==> src/rtl/pld_mc_pkg.sv <==
package pld_mc_pkg;
  typedef enum logic {
    MODE_REG  = 1'b0,
    MODE_COMB = 1'b1
  } mc_mode_e;

  typedef enum logic {
    POL_LOW  = 1'b0,
    POL_HIGH = 1'b1
  } mc_pol_e;

  localparam logic Q_POR = 1'b0;
  localparam logic Q_SET = 1'b1;
endpackage

==> src/rtl/mc_state_reg.sv <==
module mc_state_reg
  import pld_mc_pkg::*;
(
  input  logic clk_i,
  input  logic rst_ni,
  input  logic clr_i,
  input  logic preset_i,
  input  logic pl_en_i,
  input  logic pl_val_i,
  input  logic d_i,
  output logic q_o
);
  logic clr_n;
  assign clr_n = rst_ni & ~clr_i;

  // clear > preload > preset > data
  always_ff @(posedge clk_i or negedge clr_n) begin
    if (!clr_n)        q_o <= Q_POR;
    else if (pl_en_i)  q_o <= pl_val_i;
    else if (preset_i) q_o <= Q_SET;
    else               q_o <= d_i;
  end

  a_r2_capture: assert property (@(posedge clk_i) disable iff (!rst_ni || clr_i)
    (!pl_en_i && !preset_i) |=> (q_o == $past(d_i)));
  a_r8_preset: assert property (@(posedge clk_i) disable iff (!rst_ni || clr_i)
    (preset_i && !pl_en_i) |=> (q_o == 1'b1));
  a_r9_preload: assert property (@(posedge clk_i) disable iff (!rst_ni || clr_i)
    pl_en_i |=> (q_o == $past(pl_val_i)));
  a_r7_clear_hold: assert property (@(posedge clk_i) disable iff (!rst_ni)
    clr_i |-> (q_o == 1'b0));
endmodule

==> src/rtl/mc_out_stage.sv <==
module mc_out_stage
  import pld_mc_pkg::*;
(
  input  mc_mode_e mode_i,
  input  mc_pol_e  pol_i,
  input  logic     sum_i,
  input  logic     q_i,
  input  logic     oe_term_i,
  output logic     pad_o,
  output logic     pad_oe_o
);
  logic core;
  assign core     = (mode_i == MODE_COMB) ? sum_i : q_i;
  assign pad_o    = (pol_i == POL_HIGH) ? core : ~core;
  assign pad_oe_o = oe_term_i;
endmodule

==> src/rtl/mc_fb_sel.sv <==
module mc_fb_sel
  import pld_mc_pkg::*;
(
  input  logic     clk_i,
  input  logic     rst_ni,
  input  mc_mode_e mode_i,
  input  logic     q_i,
  input  logic     pad_i,
  input  logic     pad_oe_i,
  input  logic     pin_i,
  output logic     fb_o,
  output logic     fb_n_o
);
  logic pin_lvl;
  assign pin_lvl = pad_oe_i ? pad_i : pin_i;
  // clocked mode returns register state, direct mode returns the pin
  assign fb_o   = (mode_i == MODE_COMB) ? pin_lvl : q_i;
  assign fb_n_o = ~fb_o;

  a_r5_fb_pin: assert property (@(posedge clk_i) disable iff (!rst_ni)
    (mode_i == MODE_COMB && !pad_oe_i) |-> (fb_o == pin_i));
endmodule

==> src/rtl/pld_out_macrocell.sv <==
module pld_out_macrocell
  import pld_mc_pkg::*;
(
  input  logic clk_i,
  input  logic rst_ni,
  input  logic cfg_comb_i,
  input  logic cfg_pol_i,
  input  logic sum_i,
  input  logic oe_term_i,
  input  logic areset_i,
  input  logic spreset_i,
  input  logic pl_en_i,
  input  logic pl_val_i,
  input  logic pin_i,
  output logic pad_o,
  output logic pad_oe_o,
  output logic fb_o,
  output logic fb_n_o
);
  mc_mode_e mode;
  mc_pol_e  pol;
  logic     q;

  assign mode = mc_mode_e'(cfg_comb_i);
  assign pol  = mc_pol_e'(cfg_pol_i);

  mc_state_reg u_reg (
    .clk_i    (clk_i),
    .rst_ni   (rst_ni),
    .clr_i    (areset_i),
    .preset_i (spreset_i),
    .pl_en_i  (pl_en_i),
    .pl_val_i (pl_val_i),
    .d_i      (sum_i),
    .q_o      (q)
  );

  mc_out_stage u_out (
    .mode_i    (mode),
    .pol_i     (pol),
    .sum_i     (sum_i),
    .q_i       (q),
    .oe_term_i (oe_term_i),
    .pad_o     (pad_o),
    .pad_oe_o  (pad_oe_o)
  );

  mc_fb_sel u_fb (
    .clk_i    (clk_i),
    .rst_ni   (rst_ni),
    .mode_i   (mode),
    .q_i      (q),
    .pad_i    (pad_o),
    .pad_oe_i (pad_oe_o),
    .pin_i    (pin_i),
    .fb_o     (fb_o),
    .fb_n_o   (fb_n_o)
  );

  // registered feedback must agree with the pad through the polarity stage
  a_r3_fb_reg: assert property (@(posedge clk_i) disable iff (!rst_ni)
    !cfg_comb_i |-> (fb_o == (cfg_pol_i ? pad_o : ~pad_o)));
  a_r10_clear_pad: assert property (@(posedge clk_i) disable iff (!rst_ni)
    (areset_i && !cfg_comb_i) |-> (pad_o == ~cfg_pol_i));
endmodule

==> config.mk <==
export PLATFORM = sky130hd
export DESIGN_NAME = pld_out_macrocell
export DESIGN_NICKNAME = d
export VERILOG_FILES = /design/src/rtl/pld_mc_pkg.sv /design/src/rtl/mc_state_reg.sv /design/src/rtl/mc_out_stage.sv /design/src/rtl/mc_fb_sel.sv /design/src/rtl/pld_out_macrocell.sv
export SDC_FILE = /design/constraint.sdc
export NUM_CORES = 1
export LEC_CHECK = 0
export ABC_AREA = 1
export BUFFER_PORTS_ARGS = -buffer_cell sky130_fd_sc_hd__buf_2
export CORE_AREA = 2 2 39 41
export CTS_BUF_LIST = sky130_fd_sc_hd__clkbuf_2
export DETAILED_ROUTE_END_ITERATION = 7
export DIE_AREA = 0 0 41 43
export MAX_ROUTING_LAYER = met4
export SYNTH_ARGS = -nofsm -noshare
export SYNTH_HDL_FRONTEND = slang
export SYNTH_HIERARCHICAL = 1
export SYNTH_SLANG_ARGS = --single-unit
==> constraint.sdc <==
create_clock -name clk_i -period 2.6 [get_ports clk_i]
set_clock_uncertainty 0.05 [all_clocks]
set_input_delay 0.26 -clock clk_i [delete_from_list [all_inputs] [get_ports clk_i]]
set_output_delay 0.26 -clock clk_i [all_outputs]
set_load 0.005 [all_outputs]
After elaboration in Yosys (flattened, before gate mapping) --
Cells that the tools add are included.
Word-level totals: register bits after elaboration 1, bits in latches 0, memory bits (writable) 0, bits in read-only memories 0, bits of input ports 11, output and inout port bits 4, word-level logic and storage cells 11, memories 0
Operators by class: add/sub/neg operators 0, multipliers 0, divide/modulo/power cells 0, $lt $le $gt $ge 0, equality and inequality tests 0, shift-type cells 0, multiplexer cells 6, bitwise gates (word level) 4, reduce and logical (&&, ||, !) cells 0
Operator list (number):
- $mux W1 | 6
- $not A1 Y1 | 3
- $and A1 B1 Y1 | 1

Depth between registers and ports, before layout --
word-level depth 6, depth in mapped cells 8, mapped depth without buffers 8

By module --
The synthesis kept the hierarchy.
Modules (own cells, without submodules):
- mc_fb_sel | times used 1, cells each 14, area each 57.6 µm², sequential area each 0.0 µm²
- mc_out_stage | times used 1, cells each 12, area each 51.3 µm², sequential area each 0.0 µm²
- mc_state_reg | times used 1, cells each 7, area each 48.8 µm², sequential area each 25.0 µm²

Worst setup path after synthesis --
Ideal clock, no wire load.
path type flip-flop to output port, start register u_reg.q_o, end output port fb_o, arrival time 0.812 ns, required time 2.290 ns, slack 1.478 ns, cell stages (with the launch flop) 9, buffers on the path 0, path through dfrtp_1 inv_1 nand2_1 nand3_1 nand2_1 inv_1 nand2_1 nand3_1 nand2_1
Between the ends: word-level cells in the longest chain between the ends 5
Ends and longest elaborated chain:
- start: declaration | line mc_state_reg.sv:11 | output logic q_o
- start signal: assignment | line mc_state_reg.sv:19 | else if (pl_en_i) q_o <= pl_val_i;
- start signal: assignment | line mc_state_reg.sv:21 | else q_o <= d_i;
- $mux W1 * | line mc_out_stage.sv:13 | assign core = (mode_i == MODE_COMB) ? sum_i : q_i;
- $not A1 Y1 | line mc_out_stage.sv:14 | assign pad_o = (pol_i == POL_HIGH) ? core : ~core;
- $mux W1 * | line mc_out_stage.sv:14
- net pad_o | line pld_out_macrocell.sv:15 | output logic pad_o,
- $mux W1 * | line mc_fb_sel.sv:15 | assign pin_lvl = pad_oe_i ? pad_i : pin_i;
- $mux W1 * | line mc_fb_sel.sv:17 | assign fb_o = (mode_i == MODE_COMB) ? pin_lvl : q_i;
- end: declaration | line pld_out_macrocell.sv:17 | output logic fb_o,
Mark *: on every way through the listed nets, which the timed path passes. The rest lies on a longest branch.

Worst setup path after layout --
start input port cfg_comb_i, end output port fb_o
Between the ends: word-level cells in the longest chain between the ends 5
Ends and longest elaborated chain:
- start: declaration | line pld_out_macrocell.sv:6 | input logic cfg_comb_i,
- $mux W1 | line mc_out_stage.sv:13
- $not A1 Y1 | line mc_out_stage.sv:14
- $mux W1 | line mc_out_stage.sv:14
- $mux W1 | line mc_fb_sel.sv:15
- $mux W1 * | line mc_fb_sel.sv:17
Every way passes the cells marked *; elsewhere a longest branch is shown, timed or not.

==> results_dict.tcl <==
set metrics [dict create \
    endpoint_kind "output pin" \
    synth.avg_cell_area_um2 4.78 \
    critPathArrivalTime_ns 1.00 \
    yosysSeqAreaShare_pct 15.9 \
    areaGrowthSynthToFinish_pct 52.4 \
    antennaDiodeCount 0 \
    power_w 0.0000495 \
    reg_top3 "u_reg/q_o: 1 flops" \
    synth_cells 33 \
    syn-num-nets 44 \
    synth_commonest_cells "14 x nand2_1, 10 x inv_1, 4 x nand3_1" \
    cts_resized 0 \
    synth-edff-count 0 \
    max_freq_mhz 766 \
    layout.nets 59 \
    antenna_found_initial 0 \
    synth.area.top_cells "nand2_1 33%, inv_1 24%, dfrtp_1 16%, nand3_1 13%, buf_4 4.8%" \
    hp-class "input port to async pin" \
    fp.dieH_um 43 \
    ios 15 \
    dp_worst_setup_slack_ns 1.28 \
    setup_violations 0 \
    dieWidth_um 41 \
    yosysTopAreaCell "nand2_1" \
    worstMarginPinSlew_ns 0.118 \
    hold_viol 0 \
    cts_setup_buffers 0 \
    final_cell_area_um2 240 \
    cts.clk_slew.worst_paths_ns 0 \
    syn_area_um2 158 \
    regMostFlops "u_reg/q_o" \
    die_area_um2 1760 \
    synth.distinct_cells 8 \
    cap_violations 0 \
    synth-seq-cells 1 \
    final.min_clock_period_ns 1.31 \
    cp.required_ns 2.29 \
    place_area_um2 240 \
    vdd_drop_max_uv 86.0 \
    crit_fanout 7 \
    cp-start-kind "input port" \
    fin_util_pct 17.4 \
    drt-total-wl_um 361 \
    num_rows 14 \
    grt_pass1_wl_um 634 \
    drive_gt1_share_pct 30.4 \
    post-synth-top-count-cell "nand2_1" \
    gp_congestion 0.554 \
    core_area_um2 1380 \
    ys.flop_type "dfrtp_1" \
    grt_max_degree 8 \
    worstSetupPathType "input port to output pin" \
    final_antenna_net_count 0 \
    largest_register_ffs 1 \
    final_max_slew_viol_count 0 \
    leakagePower_nw 0.172 \
    slew_headroom_pct 92.1 \
    overflow 0 \
    dp_hpwl_um 333 \
    cts_hold_buf 0 \
    status "completed" \
    setup-tns-final_ns 0 \
    place.port_buffers 14 \
    first_global_vias 164 \
    power_density_nw_per_um2 206 \
    synthArstFlopShare_pct 100 \
    vias 203 \
    avgRoutedWirePerCell_um 5.82 \
    finalWorstSetupSlack_ns 1.29 \
    fin_crit_sh_pct 50.2 \
    grtUsageTotal_pct 4.82 \
    rsz0062_at_grt "no" \
    viasPerCell 3.27 \
    first_pass_iters 3 \
    synth_top_area_share_pct 33.3 \
    yosys_warnings 6 \
    initial_utilization_pct 11.4 \
    route.detailed.drc 0 \
    drt-initial-drc-count 4 \
    crit_start "cfg_comb_i" \
]
[where the power goes]
part / internal [W] / total, W / switching [W]
clock network: 0 / 0 / 0
logic: 0.0000155 / 0.0000312 / 0.0000157
registers: 0.0000171 / 0.0000183 / 0.00000119
total: 0.0000326 / 0.0000495 / 0.0000169
[worst paths after layout]
path / to / depth (start not counted)
setup / recovery: fb_o / 10
hold / removal: u_reg/q_o / 3
max in group asynchronous: u_reg/q_o / 2
min in group clk_i: u_reg/q_o / 3
[metal layers]
metal  track usage (%)  wire length (um)  vias up
met1              7.94               192       71
met5                 -                 0        -
met3             0.524                52        0
met4                 0                 0        0
met2              6.56               116       12
li1                  -                 -      120
[critical path, cell delays in order]
cell and delay (ns):
buf_2 0.13, inv_1 0.06, nand2_1 0.06, nand3_1 0.06, nand2_1 0.10, inv_1 0.05, nand2_1 0.05, nand3_1 0.07
nand2_1 0.06, buf_2 0.10
[stage by stage]
stage,hold WS (ns),instances
finish,0.0813,62
detailed placement,0.0861,62
floorplan,-0.0215,33
global placement,0.0838,62
CTS,0.0866,62
global route,0.121,62
[cells in the final DEF (no fill, tap or decap)]
| cell | n |
|---|---|
| nand3_1 | 4 |
| dfrtp_1 | 1 |
| o21ai_1 | 1 |
| or2_0 | 1 |
| inv_1 | 10 |
| nor2_1 | 1 |
| buf_2 | 14 |
| nand2_1 | 14 |
[kinds of logic after synthesis]
group	share of synthesized area, %
AOI/OAI and AO/OA	3.17
buffers and inverters	28.6
DFF	15.9
and+or+nand+nor	52.4
[final cells by class]
cell class | count | area [um^2]
fillers | 159 | 1140
flip-flops and latches | 1 | 25.0
multi-input cells | 21 | 87.6
inverters | 10 | 37.5
well taps | 16 | 20.0
repair buffers | 14 | 70.1
Power figures use the tool's default switching activity.
